--- src/rtl/tdm_tx_pkg.sv ---
package tdm_tx_pkg;
  // frame tracking phase
  typedef enum logic {
    PH_IDLE = 1'b0,
    PH_RUN  = 1'b1
  } phase_t;

  // source selection for a slot word
  typedef enum logic [1:0] {
    SRC_HOLD  = 2'd0,
    SRC_LAST  = 2'd1,
    SRC_FIFO  = 2'd2,
    SRC_FLAST = 2'd3
  } src_t;
endpackage

--- src/rtl/tdm_edge_sync.sv ---
module tdm_edge_sync #(
  parameter int unsigned STAGES = 2
) (
  input  logic clk,
  input  logic rst_n,
  input  logic bclk,
  input  logic fsync,
  output logic fall_tick,
  output logic rise_tick,
  output logic fs_s
);
  logic [STAGES-1:0] bc_sh_q, bc_sh_d;
  logic [STAGES-1:0] fs_sh_q, fs_sh_d;
  logic              bc_prev_q, bc_prev_d;

  always_comb begin
    bc_sh_d   = {bc_sh_q[STAGES-2:0], bclk};
    fs_sh_d   = {fs_sh_q[STAGES-2:0], fsync};
    bc_prev_d = bc_sh_q[STAGES-1];
  end

  always_ff @(posedge clk or negedge rst_n) begin
    if (!rst_n) begin
      bc_sh_q   <= '0;
      fs_sh_q   <= '0;
      bc_prev_q <= 1'b0;
    end else begin
      bc_sh_q   <= bc_sh_d;
      fs_sh_q   <= fs_sh_d;
      bc_prev_q <= bc_prev_d;
    end
  end

  assign fall_tick = bc_prev_q & ~bc_sh_q[STAGES-1];
  assign rise_tick = ~bc_prev_q & bc_sh_q[STAGES-1];
  assign fs_s      = fs_sh_q[STAGES-1];
endmodule

--- src/rtl/tdm_frame_ctr.sv ---
module tdm_frame_ctr
  import tdm_tx_pkg::*;
#(
  parameter int unsigned NSLOTS = 4,
  parameter int unsigned WMAX   = 16,
  localparam int unsigned SW    = $clog2(NSLOTS),
  localparam int unsigned BW    = $clog2(WMAX)
) (
  input  logic          clk,
  input  logic          rst_n,
  input  logic          fall_tick,
  input  logic          rise_tick,
  input  logic          fs_s,
  input  logic          cfg_wide,
  output logic          active,
  output logic [SW-1:0] cur_slot,
  output logic          slot_start,
  output logic [SW-1:0] slot_nxt,
  output logic          shift_now,
  output logic          stop_now
);
  phase_t        ph_q, ph_d;
  logic          armed_q, armed_d;
  logic [SW-1:0] slot_q, slot_d;
  logic [BW-1:0] bit_q, bit_d;
  logic [BW-1:0] last_bit;
  logic          start_now, end_of_slot, final_slot, next_slot_now;

  always_comb begin
    last_bit      = cfg_wide ? BW'(WMAX - 1) : BW'(WMAX / 2 - 1);
    start_now     = fall_tick & armed_q;
    end_of_slot   = (ph_q == PH_RUN) & (bit_q == last_bit);
    final_slot    = (slot_q == SW'(NSLOTS - 1));
    next_slot_now = fall_tick & ~armed_q & end_of_slot & ~final_slot;
    stop_now      = fall_tick & ~armed_q & end_of_slot & final_slot;
    shift_now     = fall_tick & ~armed_q & (ph_q == PH_RUN) & ~end_of_slot;
    slot_start    = start_now | next_slot_now;
    slot_nxt      = start_now ? '0 : slot_q + SW'(1);

    armed_d = armed_q;
    if (rise_tick && fs_s) armed_d = 1'b1;
    else if (fall_tick)    armed_d = 1'b0;

    ph_d   = ph_q;
    slot_d = slot_q;
    bit_d  = bit_q;
    if (slot_start) begin
      ph_d   = PH_RUN;
      slot_d = slot_nxt;
      bit_d  = '0;
    end else if (stop_now) begin
      ph_d   = PH_IDLE;
    end else if (shift_now) begin
      bit_d  = bit_q + BW'(1);
    end
  end

  always_ff @(posedge clk or negedge rst_n) begin
    if (!rst_n) begin
      ph_q    <= PH_IDLE;
      armed_q <= 1'b0;
      slot_q  <= '0;
      bit_q   <= '0;
    end else begin
      ph_q    <= ph_d;
      armed_q <= armed_d;
      slot_q  <= slot_d;
      bit_q   <= bit_d;
    end
  end

  assign active   = (ph_q == PH_RUN);
  assign cur_slot = slot_q;
endmodule

--- src/rtl/tdm_word_src.sv ---
module tdm_word_src
  import tdm_tx_pkg::*;
#(
  parameter int unsigned NSLOTS = 4,
  parameter int unsigned WMAX   = 16,
  localparam int unsigned SW    = $clog2(NSLOTS)
) (
  input  logic              clk,
  input  logic              rst_n,
  input  logic              cfg_fifo_mode,
  input  logic              fetch,
  input  logic [SW-1:0]     fetch_slot,
  input  logic              hold_wr,
  input  logic [SW-1:0]     hold_sel,
  input  logic [WMAX-1:0]   hold_data,
  input  logic              fifo_empty,
  input  logic [WMAX-1:0]   fifo_rdata,
  input  logic              und_clr,
  output logic [WMAX-1:0]   word,
  output logic [NSLOTS-1:0] hold_req,
  output logic              fifo_rd,
  output logic              tx_irq,
  output logic              tx_underrun
);
  logic [WMAX-1:0]   hold_q [NSLOTS];
  logic [WMAX-1:0]   last_q [NSLOTS];
  logic [NSLOTS-1:0] full_q;
  logic [WMAX-1:0]   flast_q, flast_d;
  logic              irq_q, irq_d;
  logic              und_q, und_d;
  logic              fifo_miss;
  src_t              src;

  always_comb begin
    if (cfg_fifo_mode) src = fifo_empty ? SRC_FLAST : SRC_FIFO;
    else               src = full_q[fetch_slot] ? SRC_HOLD : SRC_LAST;
    case (src)
      SRC_HOLD:  word = hold_q[fetch_slot];
      SRC_LAST:  word = last_q[fetch_slot];
      SRC_FIFO:  word = fifo_rdata;
      default:   word = flast_q;
    endcase
    fifo_rd   = fetch & (src == SRC_FIFO);
    fifo_miss = fetch & (src == SRC_FLAST);
    flast_d   = fifo_rd ? fifo_rdata : flast_q;
    irq_d     = fifo_rd;
    und_d     = fifo_miss ? 1'b1 : (und_clr ? 1'b0 : und_q);
  end

  for (genvar n = 0; n < NSLOTS; n++) begin : g_slot
    logic            wr_n, take_n, full_d;
    logic [WMAX-1:0] hold_d, last_d;
    always_comb begin
      wr_n   = hold_wr & (hold_sel == SW'(n));
      take_n = fetch & ~cfg_fifo_mode & (fetch_slot == SW'(n)) & full_q[n];
      full_d = wr_n | (full_q[n] & ~take_n);
      hold_d = wr_n ? hold_data : hold_q[n];
      last_d = take_n ? hold_q[n] : last_q[n];
    end
    always_ff @(posedge clk or negedge rst_n) begin
      if (!rst_n) begin
        full_q[n] <= 1'b0;
        hold_q[n] <= '0;
        last_q[n] <= '0;
      end else begin
        full_q[n] <= full_d;
        hold_q[n] <= hold_d;
        last_q[n] <= last_d;
      end
    end
  end

  always_ff @(posedge clk or negedge rst_n) begin
    if (!rst_n) begin
      flast_q <= '0;
      irq_q   <= 1'b0;
      und_q   <= 1'b0;
    end else begin
      flast_q <= flast_d;
      irq_q   <= irq_d;
      und_q   <= und_d;
    end
  end

  assign hold_req    = ~full_q;
  assign tx_irq      = irq_q;
  assign tx_underrun = und_q;
endmodule

--- src/rtl/tdm_shifter.sv ---
module tdm_shifter #(
  parameter int unsigned WMAX = 16
) (
  input  logic            clk,
  input  logic            rst_n,
  input  logic            cfg_wide,
  input  logic            load,
  input  logic            load_en,
  input  logic            shift,
  input  logic            stop,
  input  logic [WMAX-1:0] word,
  output logic            sd_out,
  output logic            sd_oe
);
  localparam int unsigned NARROW = WMAX / 2;

  logic [WMAX-1:0] sh_q, sh_d;
  logic            out_q, out_d;
  logic            oe_q, oe_d;

  always_comb begin
    sh_d  = sh_q;
    out_d = out_q;
    oe_d  = oe_q;
    if (load) begin
      sh_d = load_en ? word : '0;
      oe_d = load_en;
    end else if (shift) begin
      sh_d = {sh_q[WMAX-2:0], 1'b0};
    end else if (stop) begin
      oe_d = 1'b0;
    end
    if (load || shift || stop)
      out_d = oe_d & (cfg_wide ? sh_d[WMAX-1] : sh_d[NARROW-1]);
  end

  always_ff @(posedge clk or negedge rst_n) begin
    if (!rst_n) begin
      sh_q  <= '0;
      out_q <= 1'b0;
      oe_q  <= 1'b0;
    end else begin
      sh_q  <= sh_d;
      out_q <= out_d;
      oe_q  <= oe_d;
    end
  end

  assign sd_out = out_q;
  assign sd_oe  = oe_q;
endmodule

--- src/rtl/tdm_slot_tx.sv ---
module tdm_slot_tx #(
  parameter int unsigned NSLOTS      = 4,
  parameter int unsigned WMAX        = 16,
  parameter int unsigned SYNC_STAGES = 2,
  localparam int unsigned SW         = $clog2(NSLOTS)
) (
  input  logic              clk,
  input  logic              rst_n,
  input  logic              bclk,
  input  logic              fsync,
  input  logic              cfg_wide,
  input  logic              cfg_fifo_mode,
  input  logic [NSLOTS-1:0] cfg_slot_en,
  input  logic              hold_wr,
  input  logic [SW-1:0]     hold_sel,
  input  logic [WMAX-1:0]   hold_data,
  output logic [NSLOTS-1:0] hold_req,
  input  logic              fifo_empty,
  input  logic [WMAX-1:0]   fifo_rdata,
  output logic              fifo_rd,
  input  logic              und_clr,
  output logic              tx_underrun,
  output logic              tx_irq,
  output logic              sd_out,
  output logic              sd_oe
);
  logic            rst_s1_q, rst_s2_q, rst_ns;
  logic            fall_tick, rise_tick, fs_s;
  logic            active, slot_start, shift_now, stop_now;
  logic [SW-1:0]   cur_slot, slot_nxt;
  logic            fetch;
  logic [WMAX-1:0] word;

  // reset asserted asynchronously, released on the clock
  always_ff @(posedge clk or negedge rst_n) begin
    if (!rst_n) begin
      rst_s1_q <= 1'b0;
      rst_s2_q <= 1'b0;
    end else begin
      rst_s1_q <= 1'b1;
      rst_s2_q <= rst_s1_q;
    end
  end
  assign rst_ns = rst_s2_q;

  tdm_edge_sync #(.STAGES(SYNC_STAGES)) u_sync (
    .clk(clk), .rst_n(rst_ns), .bclk(bclk), .fsync(fsync),
    .fall_tick(fall_tick), .rise_tick(rise_tick), .fs_s(fs_s)
  );

  tdm_frame_ctr #(.NSLOTS(NSLOTS), .WMAX(WMAX)) u_frame (
    .clk(clk), .rst_n(rst_ns), .fall_tick(fall_tick), .rise_tick(rise_tick),
    .fs_s(fs_s), .cfg_wide(cfg_wide), .active(active), .cur_slot(cur_slot),
    .slot_start(slot_start), .slot_nxt(slot_nxt), .shift_now(shift_now),
    .stop_now(stop_now)
  );

  assign fetch = slot_start & cfg_slot_en[slot_nxt];

  tdm_word_src #(.NSLOTS(NSLOTS), .WMAX(WMAX)) u_src (
    .clk(clk), .rst_n(rst_ns), .cfg_fifo_mode(cfg_fifo_mode), .fetch(fetch),
    .fetch_slot(slot_nxt), .hold_wr(hold_wr), .hold_sel(hold_sel),
    .hold_data(hold_data), .fifo_empty(fifo_empty), .fifo_rdata(fifo_rdata),
    .und_clr(und_clr), .word(word), .hold_req(hold_req), .fifo_rd(fifo_rd),
    .tx_irq(tx_irq), .tx_underrun(tx_underrun)
  );

  tdm_shifter #(.WMAX(WMAX)) u_shift (
    .clk(clk), .rst_n(rst_ns), .cfg_wide(cfg_wide), .load(slot_start),
    .load_en(fetch), .shift(shift_now), .stop(stop_now), .word(word),
    .sd_out(sd_out), .sd_oe(sd_oe)
  );
endmodule

--- config.mk ---
export PLATFORM = sky130hd
export DESIGN_NAME = tdm_slot_tx
export DESIGN_NICKNAME = d
export VERILOG_FILES = /design/src/rtl/tdm_tx_pkg.sv /design/src/rtl/tdm_edge_sync.sv /design/src/rtl/tdm_frame_ctr.sv /design/src/rtl/tdm_word_src.sv /design/src/rtl/tdm_shifter.sv /design/src/rtl/tdm_slot_tx.sv
export SDC_FILE = /design/constraint.sdc
export NUM_CORES = 1
export LEC_CHECK = 0
export BUFFER_PORTS_ARGS = -buffer_cell sky130_fd_sc_hd__buf_2
export CORE_MARGIN = 2
export CORE_UTILIZATION = 35
export CTS_BUF_LIST = sky130_fd_sc_hd__clkbuf_4 sky130_fd_sc_hd__clkbuf_8
export DETAILED_ROUTE_END_ITERATION = 8
export PLACE_DENSITY_LB_ADDON = 0.25
export SKIP_CTS_REPAIR_TIMING = 1
export SLEW_MARGIN = 20
export SYNTH_ARGS = -nofsm -noshare
export SYNTH_HDL_FRONTEND = slang
export SYNTH_HIERARCHICAL = 1
export SYNTH_SLANG_ARGS = --single-unit
--- constraint.sdc ---
create_clock -name clk -period 7 [get_ports clk]
set_input_delay 1.4 -clock clk [delete_from_list [all_inputs] [get_ports clk]]
set_output_delay 1.4 -clock clk [all_outputs]
set_load 0.03 [all_outputs]
==> run_summary.xml, run 1 <==
<?xml version="1.0" encoding="UTF-8"?>
<metrics>
  <group name="outcome">
    <metric name="status" unit="">complete, no violations</metric>
  </group>
  <group name="yosys">
    <metric name="synthArstFlopShare" unit="">1.00</metric>
    <metric name="post_synthesis_sequential_area_ratio" unit="">0.532</metric>
    <metric name="postSynth.topFlopCell" unit="">sky130_fd_sc_hd__dfrtp_1</metric>
    <metric name="cells_after_synth" unit="">571</metric>
    <metric name="yosys.cell_types.count" unit="">51</metric>
    <metric name="synthesis.nets" unit="">620</metric>
    <metric name="flip_flop_and_latch_count_after_synthesis" unit="">183</metric>
    <metric name="synth_edf_count" unit="">0</metric>
    <metric name="syn-cell-area" unit="sq mm">0.00861</metric>
    <metric name="synth-warning-count" unit="">6</metric>
    <metric name="synth.avg_cell_area" unit="sq um">15.1</metric>
  </group>
  <group name="clock_network">
    <metric name="ctsHtreeMaxLevel" unit="">4</metric>
    <metric name="cts.sink_count" unit="">183</metric>
    <metric name="clkLatencyLatePin" unit="ns">0.47</metric>
    <metric name="cts_root_buffer" unit="">sky130_fd_sc_hd__clkbuf_8</metric>
    <metric name="clk_pin_slew" unit="ns">0.11</metric>
    <metric name="clockBufferDepth" unit="">2</metric>
    <metric name="cts_inserted_buffers" unit="">17</metric>
    <metric name="clock_tree_from_tritoncts" unit="">built</metric>
  </group>
  <group name="global_routing">
    <metric name="grt_max_degree" unit="">73</metric>
    <metric name="global_route.usage.total" unit="">0.152</metric>
    <metric name="total_global_routing_overflow" unit="">0</metric>
    <metric name="first_global_vias" unit="">5334</metric>
    <metric name="antenna_violations_before_repair" unit="">2</metric>
    <metric name="grt_first_pass_wirelength" unit="microns">30100</metric>
  </group>
  <group name="sta">
    <metric name="finClkSkew" unit="ns">0.0222</metric>
    <metric name="finalCritPeriodShare" unit="">0.704</metric>
    <metric name="worst_pin_slew" unit="ns">1.02</metric>
    <metric name="setup_tns" unit="ns">0</metric>
    <metric name="relSlewSlack" unit="">0.322</metric>
    <metric name="max_slew_violations" unit="">0</metric>
    <metric name="finalSetupViolCount" unit="">0</metric>
    <metric name="fmax" unit="MHz">203</metric>
    <metric name="timing.final.hold_violations" unit="">0</metric>
    <metric name="time_the_final_worst_path_needs_with_i_o_delays_and_setup" unit="ns">4.93</metric>
    <metric name="rsz0062_at_grt" unit="">no</metric>
  </group>
  <group name="place">
    <metric name="portBuffers" unit="">55</metric>
    <metric name="globalplace.congestion" unit="">0.780</metric>
    <metric name="half_perimeter_wire_length_after_placement" unit="microns">12100</metric>
  </group>
  <group name="worst_hold_path">
    <metric name="holdCritPathClass" unit="">register to async pin</metric>
  </group>
  <group name="flow_run">
    <metric name="max-cap-violations" unit="">0</metric>
  </group>
  <group name="routing">
    <metric name="post_drt_wl_per_cell" unit="microns">19.6</metric>
    <metric name="drt-total-wl" unit="microns">18800</metric>
    <metric name="avgViaCountPerCell" unit="">5.09</metric>
    <metric name="drt_first_iter_violations" unit="">303</metric>
    <metric name="routed-via-count" unit="">4897</metric>
    <metric name="drt.antenna.violating_nets" unit="">0</metric>
    <metric name="post-route-drc-count" unit="">0</metric>
    <metric name="length_of_the_first_detailed_routing_pass_in_iterations" unit="">4</metric>
  </group>
  <group name="critical_path">
    <metric name="timing.critical_path.required" unit="ns">5.60</metric>
    <metric name="critical_path_depth" unit="">10</metric>
    <metric name="setup_crit_end_kind" unit="">primary output</metric>
    <metric name="crit_path_buf_inv_count" unit="">4</metric>
    <metric name="slack_of_the_worst_reg_to_reg_path" unit="ns">3.21</metric>
    <metric name="critPathKind" unit="">input port to primary output</metric>
    <metric name="kind_of_start_point_of_the_critical_path" unit="">input port</metric>
    <metric name="setup.worst_path.start" unit="">cfg_wide</metric>
    <metric name="crit_path_top_delay_cell" unit="">sky130_fd_sc_hd__and2_1</metric>
    <metric name="crit_path_end" unit="">fifo_rd</metric>
    <metric name="crit_path_cell_trace" unit="">buf_2 -&gt; xnor2_2 -&gt; and4b_4 -&gt; nor2_1 -&gt; nor2_1 -&gt; buf_4 -&gt; and2_1 -&gt; nand3b_1 -&gt; inv_1 -&gt; buf_2</metric>
    <metric name="critical_path.max_fanout" unit="">22</metric>
    <metric name="timing.critical_path.arrival" unit="ns">3.53</metric>
    <metric name="critical_path.max_stage_delay" unit="ns">0.48</metric>
    <metric name="cpLargestDelayFamily" unit="">simple AND/OR/NAND/NOR gates</metric>
    <metric name="rr_worst_depth" unit="">10</metric>
    <metric name="r2r-end" unit="">u_shift/sd_out$_DFFE_PN0P_</metric>
    <metric name="r2r_start" unit="">u_sync/bc_sh_q[1]$_DFF_PN0_</metric>
  </group>
  <group name="layout">
    <metric name="final_net_count" unit="">674</metric>
    <metric name="drive_above_1_share" unit="">0.454</metric>
    <metric name="flow.area_growth_from_synthesis" unit="%">11.0</metric>
    <metric name="nFillCells" unit="">2297</metric>
    <metric name="layout.cells.most_common" unit="">sky130_fd_sc_hd__dfrtp_1</metric>
    <metric name="layout.cells.most_common_list" unit="">sky130_fd_sc_hd__dfrtp_1 (182), sky130_fd_sc_hd__mux2_2 (135), sky130_fd_sc_hd__mux2i_1 (65)</metric>
  </group>
  <group name="power_and_ir_drop">
    <metric name="leakage_power_of_the_design" unit="nW">4.48</metric>
    <metric name="pwr_density_cell" unit="mW/mm^2">291</metric>
    <metric name="worst_ir_drop_vdd" unit="mV">0.114</metric>
    <metric name="total_power" unit="mW">2.78</metric>
  </group>
  <group name="floorplanning">
    <metric name="io_pins" unit="">56</metric>
    <metric name="floorplan.rows" unit="">57</metric>
    <metric name="floorplan.initialDensity" unit="">0.355</metric>
    <metric name="die_width" unit="microns">161</metric>
    <metric name="dieHeight" unit="microns">161</metric>
    <metric name="coreArea" unit="sq mm">0.0242</metric>
    <metric name="floorplan.die_area" unit="sq mm">0.0259</metric>
  </group>
</metrics>
-- where the power goes --
group / switching (mW) / total [mW] / internal, mW
Clock: 0.391 / 0.685 / 0.294
Sequential: 0.144 / 1.43 / 1.28
Combinational: 0.285 / 0.668 / 0.383
Total: 0.820 / 2.78 / 1.96
-- worst min-delay path by stage --
stage / startpoint / cells past startpoint / slack, ns / to
final: rst_ns$_DFF_PN0_ / 0 / 0.33 / u_src/hold_q[34]$_DFFE_PN0P_
after global routing: rst_s1_q$_DFF_PN0_ / 0 / 0.37 / rst_ns$_DFF_PN0_
after detailed placement: u_sync/fs_sh_q[0]$_DFF_PN0_ / 0 / 0.34 / u_sync/fs_sh_q[1]$_DFF_PN0_
after floorplan: rst_s1_q$_DFF_PN0_ / 0 / 0.33 / rst_ns$_DFF_PN0_
after CTS: rst_ns$_DFF_PN0_ / 0 / 0.36 / u_src/hold_q[34]$_DFFE_PN0P_
after global placement: u_sync/fs_sh_q[0]$_DFF_PN0_ / 0 / 0.33 / u_sync/fs_sh_q[1]$_DFF_PN0_
-- cell families (layout without fill, tap and decap cells) --
| kind of cell | count (synthesis) | in the layout | synth area share |
|---|---|---|---|
| buffers and inverters | 45 | 111 | 0.0317 |
| flip-flops | 183 | 183 | 0.532 |
| AND/OR/NAND/NOR | 60 | 60 | 0.0413 |
| AO/OA/AOI/OAI | 34 | 34 | 0.0272 |
| XOR/XNOR | 1 | 1 | 0.00189 |
| adder cells (fa/ha/maj) | 2 | 2 | 0.00291 |
| multiplexers | 245 | 245 | 0.363 |
| other | 1 | 2 | 0.000436 |
-- synth_stat cells (4+ instances only) --
| cell type | number | area [sq um] |
|---|---|---|
| sky130_fd_sc_hd__dfrtp_1 | 183 | 4580 |
| sky130_fd_sc_hd__mux2_2 | 135 | 1520 |
| sky130_fd_sc_hd__mux2i_1 | 65 | 651 |
| sky130_fd_sc_hd__mux4_2 | 31 | 698 |
| sky130_fd_sc_hd__nand2_1 | 24 | 90.1 |
| sky130_fd_sc_hd__o21ai_0 | 16 | 80.1 |
| sky130_fd_sc_hd__buf_2 | 14 | 70.1 |
| sky130_fd_sc_hd__inv_1 | 12 | 45.0 |
| sky130_fd_sc_hd__mux2_4 | 10 | 150 |
| sky130_fd_sc_hd__buf_6 | 6 | 67.6 |
| sky130_fd_sc_hd__and2_1 | 5 | 31.3 |
| sky130_fd_sc_hd__buf_4 | 5 | 37.5 |
| sky130_fd_sc_hd__clkbuf_1 | 5 | 18.8 |
| sky130_fd_sc_hd__mux4_1 | 4 | 105 |
| sky130_fd_sc_hd__nand3b_1 | 4 | 30.0 |
-- stage by stage --
step           cells  hold slack (ns)  area (sq um)  setup WS [ns]  utilization
3_3_place_gp     930            0.334          9190           2.12        0.379
4_1_cts          961            0.359          9560           2.04        0.394
3_5_place_dp     930            0.337          9190           2.04        0.379
5_1_grt          961            0.369          9560           1.83        0.394
6_report         962            0.330          9560           2.07        0.394
2_1_floorplan    571            0.331          8610           1.52            -
-- flip-flops by register name, indices dropped and copies added, names as in the netlist, 2 cells and up --
register / cells
u_sync/fs_sh_q: 2
u_shift/sh_q: 16
u_sync/bc_sh_q: 2
u_frame/cur_slot: 2
u_frame/bit_q: 4
u_src/full_q: 4
u_src/last_q: 64
u_src/flast_q: 16
u_src/hold_q: 64
-- layer usage --
layer	global-route usage	routed length, microns
met1	0.201	8470
met5	0	11
met2	0.256	9470
met3	0.0349	737
met4	0.0365	139
-- cell type report --
cell class              instances  area (sq um)  share of cell area
clock buffers                  19           249              0.0260
diodes                          1          2.50            0.000262
well taps                     324           405              0.0424
inverters                      12          45.0             0.00471
clock inverters                12           120              0.0126
repair buffers                 68           373              0.0390
multi-input cells             343          3780               0.396
flip-flops and latches        183          4580               0.479
Note: power is estimated with default switching activity, not from simulation.
==> inputs of run 2 (changes only) <==
--- a/config.mk
+++ b/config.mk
@@ -5,6 +5,7 @@
 export SDC_FILE = /design/constraint.sdc
 export NUM_CORES = 1
 export LEC_CHECK = 0
+export ABC_AREA = 1
 export BUFFER_PORTS_ARGS = -buffer_cell sky130_fd_sc_hd__buf_2
 export CORE_MARGIN = 2
 export CORE_UTILIZATION = 35
==> constraint.sdc (replaced) <==
create_clock -name clk -period 4.8 [get_ports clk]
set_input_delay 0.96 -clock clk [delete_from_list [all_inputs] [get_ports clk]]
set_output_delay 0.96 -clock clk [all_outputs]
set_load 0.03 [all_outputs]
==> run 2 against run 1 <==
  * Clock skew is 0.0077 ns lower
  * Worst hold slack worse by 0.092 ns
  * Worst setup slack worse by 1.3 ns
  * Non-clock buffer count is 1 higher
  * Via count is 51% higher
  * Combinational power grew to 2.5 times the previous value
  * Sequential share of layout area is 1.1 points lower
  * Cell area is 2.4% higher
  * Largest cell class unchanged
==> run_summary.xml, run 2 <==
<?xml version="1.0" encoding="UTF-8"?>
<metrics>
  <group name="layout">
    <metric name="top_regs" unit="">u_src/hold_q x64, u_src/last_q x64</metric>
    <metric name="flow.area_growth_from_synthesis" unit="%">10.6</metric>
    <metric name="layout.cells.most_common" unit="">sky130_fd_sc_hd__nand2_1</metric>
    <metric name="drive_above_1_share" unit="">0.153</metric>
    <metric name="final_net_count" unit="">1156</metric>
    <metric name="layout.cells.most_common_list" unit="">sky130_fd_sc_hd__nand2_1 (446), sky130_fd_sc_hd__dfrtp_1 (182), sky130_fd_sc_hd__nand3_1 (141)</metric>
    <metric name="diodes" unit="">0</metric>
    <metric name="final_util" unit="">0.391</metric>
  </group>
  <group name="flow_run">
    <metric name="max-cap-violations" unit="">0</metric>
  </group>
  <group name="floorplanning">
    <metric name="dieHeight" unit="microns">163</metric>
    <metric name="floorplan.rows" unit="">58</metric>
    <metric name="floorplan.initialDensity" unit="">0.353</metric>
    <metric name="floorplan.die_area" unit="sq mm">0.0266</metric>
    <metric name="die_width" unit="microns">163</metric>
    <metric name="coreArea" unit="sq mm">0.0250</metric>
    <metric name="io_pins" unit="">56</metric>
  </group>
  <group name="global_routing">
    <metric name="grt_first_pass_wirelength" unit="microns">40000</metric>
    <metric name="antenna_violations_before_repair" unit="">0</metric>
    <metric name="grt_max_degree" unit="">108</metric>
    <metric name="total_global_routing_overflow" unit="">0</metric>
    <metric name="global_route.usage.total" unit="">0.194</metric>
    <metric name="first_global_vias" unit="">7084</metric>
  </group>
  <group name="sta">
    <metric name="timing.final.hold_violations" unit="">0</metric>
    <metric name="fmax" unit="MHz">247</metric>
    <metric name="finClkSkew" unit="ns">0.0145</metric>
    <metric name="rsz0062_at_grt" unit="">no</metric>
    <metric name="final_critical_path_setup_slack" unit="ns">0.756</metric>
    <metric name="finalCritPeriodShare" unit="">0.842</metric>
    <metric name="setup_tns" unit="ns">0</metric>
    <metric name="max_slew_violations" unit="">0</metric>
    <metric name="time_the_final_worst_path_needs_with_i_o_delays_and_setup" unit="ns">4.04</metric>
    <metric name="worst_pin_slew" unit="ns">1.06</metric>
    <metric name="relSlewSlack" unit="">0.292</metric>
    <metric name="finalSetupViolCount" unit="">0</metric>
  </group>
  <group name="clock_network">
    <metric name="clk_pin_slew" unit="ns">0.11</metric>
    <metric name="clock_tree_from_tritoncts" unit="">built</metric>
    <metric name="cts_root_buffer" unit="">sky130_fd_sc_hd__clkbuf_8</metric>
    <metric name="clkLatencyLatePin" unit="ns">0.48</metric>
    <metric name="cts.sink_count" unit="">183</metric>
    <metric name="ctsHtreeMaxLevel" unit="">4</metric>
    <metric name="cts_inserted_buffers" unit="">17</metric>
    <metric name="clockBufferDepth" unit="">2</metric>
  </group>
  <group name="critical_path">
    <metric name="setup_crit_end_kind" unit="">primary output</metric>
    <metric name="timing.critical_path.required" unit="ns">3.84</metric>
    <metric name="critPathKind" unit="">register to primary output</metric>
    <metric name="critical_path.max_fanout" unit="">18</metric>
    <metric name="timing.critical_path.arrival" unit="ns">3.08</metric>
    <metric name="r2r_start" unit="">u_sync/bc_prev_q$_DFF_PN0_</metric>
    <metric name="setup.worst_path.start" unit="">u_sync/bc_prev_q$_DFF_PN0_</metric>
    <metric name="kind_of_start_point_of_the_critical_path" unit="">register</metric>
  </group>
  <group name="yosys">
    <metric name="yosys-top-cells-count" unit="">sky130_fd_sc_hd__nand2_1 (446), sky130_fd_sc_hd__dfrtp_1 (183), sky130_fd_sc_hd__nand3_1 (141)</metric>
    <metric name="cells_after_synth" unit="">1077</metric>
    <metric name="synth-warning-count" unit="">6</metric>
    <metric name="syn-cell-area" unit="sq mm">0.00885</metric>
    <metric name="synthesis.nets" unit="">1126</metric>
    <metric name="synth_top_cells_by_area" unit="">sky130_fd_sc_hd__dfrtp_1 (52%), sky130_fd_sc_hd__nand2_1 (19%), sky130_fd_sc_hd__nand3_1 (8.0%)</metric>
    <metric name="yosys.cell_types.count" unit="">37</metric>
    <metric name="synth_edf_count" unit="">0</metric>
    <metric name="synthArstFlopShare" unit="">1.00</metric>
    <metric name="yosysMostFrequentCell" unit="">sky130_fd_sc_hd__nand2_1</metric>
    <metric name="flip_flop_and_latch_count_after_synthesis" unit="">183</metric>
    <metric name="postSynth.topFlopCell" unit="">sky130_fd_sc_hd__dfrtp_1</metric>
    <metric name="synth.avg_cell_area" unit="sq um">8.22</metric>
    <metric name="synth_top_area_cell" unit="">sky130_fd_sc_hd__dfrtp_1</metric>
    <metric name="post_synthesis_sequential_area_ratio" unit="">0.518</metric>
    <metric name="synth_top_cell_area_share" unit="">0.518</metric>
  </group>
  <group name="power_and_ir_drop">
    <metric name="leakage_power_of_the_design" unit="nW">5.02</metric>
    <metric name="worst_ir_drop_vdd" unit="mV">0.221</metric>
    <metric name="total_power" unit="mW">4.94</metric>
    <metric name="pwr_density_cell" unit="mW/mm^2">504</metric>
  </group>
  <group name="routing">
    <metric name="routed-via-count" unit="">7373</metric>
    <metric name="post-route-drc-count" unit="">0</metric>
    <metric name="avgViaCountPerCell" unit="">5.08</metric>
    <metric name="drt_first_iter_violations" unit="">696</metric>
    <metric name="length_of_the_first_detailed_routing_pass_in_iterations" unit="">5</metric>
    <metric name="drt-total-wl" unit="microns">24300</metric>
    <metric name="post_drt_wl_per_cell" unit="microns">16.8</metric>
    <metric name="drt.antenna.violating_nets" unit="">0</metric>
  </group>
  <group name="place">
    <metric name="half_perimeter_wire_length_after_placement" unit="microns">15500</metric>
    <metric name="post-place-ws" unit="ns">0.904</metric>
    <metric name="portBuffers" unit="">55</metric>
    <metric name="globalplace.congestion" unit="">0.821</metric>
  </group>
  <group name="outcome">
    <metric name="status" unit="">complete, no violations</metric>
  </group>
  <group name="worst_hold_path">
    <metric name="holdCritPathClass" unit="">input port to async pin</metric>
  </group>
</metrics>
-- run 2: changes by cell type after synthesis, sizes merged, moves of 4 or more --
cell	before	now
nand4	3	42
a21oi	1	5
nor2	4	16
mux2i	65	0
mux2	145	32
nand2	24	453
mux4	35	0
o21ai	17	69
clkbuf	5	27
nand3b	4	0
and2	5	0
nand3	3	143
inv	12	59
-- run 2: layer usage --
metal	global-route usage	wire, microns
met5	0	0
met4	0.0374	176
met3	0.0400	1530
met2	0.289	10500
met1	0.293	12100
-- run 2: critical path: stages (launching register included) --
cell and delay [ns]:
sky130_fd_sc_hd__dfrtp_1 0.40, sky130_fd_sc_hd__inv_1 0.06, sky130_fd_sc_hd__nor2_1 0.05, sky130_fd_sc_hd__nand2_1 0.31
sky130_fd_sc_hd__inv_2 0.12, sky130_fd_sc_hd__nor2_4 0.19, sky130_fd_sc_hd__inv_1 0.08, sky130_fd_sc_hd__nand2_1 0.07
sky130_fd_sc_hd__nand3_1 0.06, sky130_fd_sc_hd__a21oi_1 0.34, sky130_fd_sc_hd__nand2_2 0.31, sky130_fd_sc_hd__inv_2 0.36
sky130_fd_sc_hd__buf_2 0.27
-- run 2: worst paths after layout --
kind	endpoint	slack, ns	depth (start not counted)
max	fifo_rd	0.76	12
min	rst_ns$_DFF_PN0_	0.24	1
max reg2reg	u_shift/sh_q[0]$_DFFE_PN0P_	1.19	14
min reg2reg	u_src/hold_q[26]$_DFFE_PN0P_	0.33	0
max in group asynchronous	u_shift/sh_q[9]$_DFFE_PN0P_	3.47	1
min in group clk	rst_ns$_DFF_PN0_	0.36	0
-- run 2: through the flow --
step / cells / hold WS (ns) / cell area (sq um)
2_1_floorplan: 1077 / 0.331 / 8850
3_3_place_gp: 1417 / 0.336 / 9350
3_5_place_dp: 1417 / 0.339 / 9350
4_1_cts: 1449 / 0.201 / 9770
5_1_grt: 1450 / 0.188 / 9790
6_report: 1450 / 0.238 / 9790
-- run 2: final cells by class --
cell class | instances | area [sq um]
fillers | 2628 | 15300
flip-flops and latches | 183 | 4580
multi-input cells | 775 | 3730
well taps | 330 | 413
repair buffers | 69 | 405
inverters | 61 | 241
clock buffers | 17 | 234
clock inverters | 15 | 183
-- run 2: logic make-up after synthesis --
group / share of synthesized area
buf+inv: 0.0631
flops: 0.518
mux: 0.0407
xor+xnor: 0.000990
simple gates: 0.327
compound gates: 0.0477
other cells: 0.000424
fa+ha+maj: 0.00283
-- run 2: power by group --
group / internal, mW / switching (mW) / leakage, nW
clock network: 0.443 / 0.646 / 0.203
registers: 1.92 / 0.255 / 2.37
logic: 0.498 / 1.17 / 2.45
total: 2.86 / 2.08 / 5.02
==> inputs of run 3 (changes only) <==
--- a/config.mk
+++ b/config.mk
@@ -5,7 +5,7 @@
 export SDC_FILE = /design/constraint.sdc
 export NUM_CORES = 1
 export LEC_CHECK = 0
-export ABC_AREA = 1
+export ABC_AREA = 0
 export BUFFER_PORTS_ARGS = -buffer_cell sky130_fd_sc_hd__buf_2
 export CORE_MARGIN = 2
 export CORE_UTILIZATION = 35
==> constraint.sdc (replaced) <==
create_clock -name clk -period 3.65 [get_ports clk]
set_input_delay 0.73 -clock clk [delete_from_list [all_inputs] [get_ports clk]]
set_output_delay 0.73 -clock clk [all_outputs]
set_load 0.03 [all_outputs]
==> run 3 against run 2 <==
  * Global-route usage shrank 4.1 points
  * Non-clock buffer count grew 6
  * Clock power grew 22%
  * Power grew 8.7%
  * Count of clock-buffer cells in the layout grew 4
  * Core utilization grew 0.68 points
  * Critical endpoint unchanged
  * Cell area shrank 1.5%
  * Register-to-register slack lost 0.54 ns
  * Worst setup slack lost 0.33 ns
  * Critical path type unchanged
  * First-iteration DRC count shrank 67%
  * Clock skew grew 0.0026 ns
==> run_summary.xml, run 3 (synthesized netlist as in run 1, its figures left out) <==
<?xml version="1.0" encoding="UTF-8"?>
<metrics>
  <group name="global_routing">
    <metric name="global_route.usage.total" unit="">0.153</metric>
    <metric name="grt_max_degree" unit="">182</metric>
    <metric name="antenna_violations_before_repair" unit="">2</metric>
    <metric name="first_global_vias" unit="">5503</metric>
    <metric name="total_global_routing_overflow" unit="">0</metric>
    <metric name="grt_first_pass_wirelength" unit="microns">30200</metric>
  </group>
  <group name="sta">
    <metric name="setup_tns" unit="ns">0</metric>
    <metric name="max_slew_violations" unit="">0</metric>
    <metric name="relSlewSlack" unit="">0.330</metric>
    <metric name="finalSetupViolCount" unit="">0</metric>
    <metric name="time_the_final_worst_path_needs_with_i_o_delays_and_setup" unit="ns">3.22</metric>
    <metric name="finalCritPeriodShare" unit="">0.883</metric>
    <metric name="timing.final.hold_violations" unit="">0</metric>
    <metric name="finalHoldWorstSlack" unit="ns">0.354</metric>
    <metric name="worst_pin_slew" unit="ns">1.01</metric>
    <metric name="rsz0062_at_grt" unit="">no</metric>
    <metric name="finClkSkew" unit="ns">0.0170</metric>
    <metric name="fmax" unit="MHz">310</metric>
  </group>
  <group name="place">
    <metric name="half_perimeter_wire_length_after_placement" unit="microns">12500</metric>
    <metric name="portBuffers" unit="">55</metric>
    <metric name="globalplace.congestion" unit="">0.803</metric>
  </group>
  <group name="critical_path">
    <metric name="critical_path.max_stage_delay" unit="ns">0.41</metric>
    <metric name="timing.critical_path.arrival" unit="ns">2.49</metric>
    <metric name="rr_worst_depth" unit="">7</metric>
    <metric name="kind_of_start_point_of_the_critical_path" unit="">register</metric>
    <metric name="setup_crit_end_kind" unit="">primary output</metric>
    <metric name="critical_path.max_fanout" unit="">6</metric>
    <metric name="crit_path_cell_trace" unit="">ha_1 -&gt; and2_1 -&gt; and4b_4 -&gt; nor2_1 -&gt; nor2_1 -&gt; and2_1 -&gt; nand3b_1 -&gt; inv_1 -&gt; buf_2</metric>
    <metric name="r2r-end" unit="">u_shift/sd_out$_DFFE_PN0P_</metric>
    <metric name="cpLargestDelayFamily" unit="">simple AND/OR/NAND/NOR gates</metric>
    <metric name="slack_of_the_worst_reg_to_reg_path" unit="ns">0.65</metric>
    <metric name="setup.worst_path.start" unit="">u_frame/bit_q[1]$_DFFE_PN0P_</metric>
    <metric name="r2r_start" unit="">u_frame/armed_q$_DFFE_PN0P_</metric>
    <metric name="timing.critical_path.required" unit="ns">2.92</metric>
    <metric name="crit_path_buf_inv_count" unit="">2</metric>
    <metric name="crit_path_top_delay_cell" unit="">sky130_fd_sc_hd__dfrtp_1</metric>
    <metric name="critPathKind" unit="">register to primary output</metric>
  </group>
  <group name="power_and_ir_drop">
    <metric name="worst_ir_drop_vdd" unit="mV">0.251</metric>
    <metric name="pwr_density_cell" unit="mW/mm^2">556</metric>
    <metric name="leakage_power_of_the_design" unit="nW">4.53</metric>
  </group>
  <group name="layout">
    <metric name="flow.area_growth_from_synthesis" unit="%">12.0</metric>
    <metric name="diodes" unit="">0</metric>
    <metric name="ff_latch_area" unit="sq mm">0.00458</metric>
    <metric name="final_net_count" unit="">681</metric>
    <metric name="top_regs" unit="">u_src/hold_q x64, u_src/last_q x64</metric>
    <metric name="layout.cells.most_common" unit="">sky130_fd_sc_hd__dfrtp_1</metric>
    <metric name="multiInputGateArea" unit="sq mm">0.00378</metric>
    <metric name="nFillCells" unit="">2275</metric>
    <metric name="drive_above_1_share" unit="">0.459</metric>
    <metric name="layout.cells.most_common_list" unit="">sky130_fd_sc_hd__dfrtp_1 (182), sky130_fd_sc_hd__mux2_2 (135), sky130_fd_sc_hd__mux2i_1 (65)</metric>
  </group>
  <group name="clock_network">
    <metric name="clock_tree_from_tritoncts" unit="">built</metric>
    <metric name="clk_pin_slew" unit="ns">0.08</metric>
    <metric name="cts.sink_count" unit="">183</metric>
    <metric name="clkLatencyLatePin" unit="ns">0.46</metric>
    <metric name="ctsHtreeMaxLevel" unit="">4</metric>
    <metric name="clockBufferDepth" unit="">2</metric>
    <metric name="cts_inserted_buffers" unit="">17</metric>
    <metric name="cts_root_buffer" unit="">sky130_fd_sc_hd__clkbuf_8</metric>
  </group>
  <group name="floorplanning">
    <metric name="io_pins" unit="">56</metric>
    <metric name="coreArea" unit="sq mm">0.0242</metric>
    <metric name="floorplan.initialDensity" unit="">0.355</metric>
    <metric name="floorplan.die_area" unit="sq mm">0.0259</metric>
    <metric name="floorplan.rows" unit="">57</metric>
    <metric name="die_width" unit="microns">161</metric>
    <metric name="dieHeight" unit="microns">161</metric>
  </group>
  <group name="worst_hold_path">
    <metric name="hold_depth" unit="">0</metric>
    <metric name="holdCritPathClass" unit="">register to register</metric>
    <metric name="worstHoldStart" unit="">u_sync/fs_sh_q[0]$_DFF_PN0_</metric>
    <metric name="worstHoldEndpoint" unit="">u_sync/fs_sh_q[1]$_DFF_PN0_</metric>
  </group>
  <group name="routing">
    <metric name="drt_first_iter_violations" unit="">228</metric>
    <metric name="post-route-drc-count" unit="">0</metric>
    <metric name="routed-via-count" unit="">4951</metric>
    <metric name="drt-total-wl" unit="microns">18900</metric>
    <metric name="drt.antenna.violating_nets" unit="">0</metric>
    <metric name="post_drt_wl_per_cell" unit="microns">19.5</metric>
    <metric name="avgViaCountPerCell" unit="">5.11</metric>
    <metric name="length_of_the_first_detailed_routing_pass_in_iterations" unit="">4</metric>
  </group>
  <group name="flow_run">
    <metric name="max-cap-violations" unit="">0</metric>
  </group>
  <group name="outcome">
    <metric name="status" unit="">complete, no violations</metric>
  </group>
</metrics>
[run 3: metrics by stage]
step	utilization	area, sq um	instances	power [mW]	setup WS [ns]
6_report	0.398	9640	969	5.36	0.428
5_1_grt	0.398	9640	969	5.67	0.212
3_3_place_gp	0.381	9250	936	4.00	0.545
4_1_cts	0.397	9630	968	5.43	0.351
2_1_floorplan	-	8610	571	3.71	0.309
3_5_place_dp	0.381	9250	936	4.09	0.508
[run 3: worst max path at each step]
| stage | to | depth (start not counted) |
|---|---|---|
| finish | fifo_rd | 9 |
| detailed placement | u_src/last_q[19]$_DFFE_PN0P_ | 9 |
| global placement | fifo_rd | 9 |
| global route | fifo_rd | 9 |
| CTS | fifo_rd | 9 |
| floorplan | fifo_rd | 9 |
[run 3: worst register-to-register path: cells and delay by family, from the launching register on]
family,cells,cell delay [ns]
and+or+nand+nor,1,0.10
AOI/OAI and AO/OA,2,0.48
muxes,4,1.79
DFF,1,0.55
[run 3: routing by layer]
layer | vias to the layer above | global-route usage | part of all wire | wire, microns
met1 | 2628 | 0.202 | 0.45 | 8560
met2 | 76 | 0.255 | 0.50 | 9410
li1 | 2224 | - | - | -
met3 | 19 | 0.0331 | 0.034 | 635
met4 | 4 | 0.0426 | 0.014 | 263
met5 | - | 0 | 0.0014 | 27
[run 3: area by class of cell]
class | instances | share of cell area
inverters | 12 | 0.00467
flip-flops and latches | 183 | 0.475
clock inverters | 11 | 0.0114
multi-input cells | 343 | 0.392
clock buffers | 21 | 0.0287
well taps | 324 | 0.0420
repair buffers | 75 | 0.0457
[run 3: where the power goes]
| part | total [mW] | leakage, nW | internal (mW) | switching, mW |
|---|---|---|---|---|
| registers | 2.74 | 2.32 | 2.46 | 0.280 |
| clock network | 1.33 | 0.196 | 0.603 | 0.730 |
| logic | 1.29 | 2.01 | 0.740 | 0.548 |
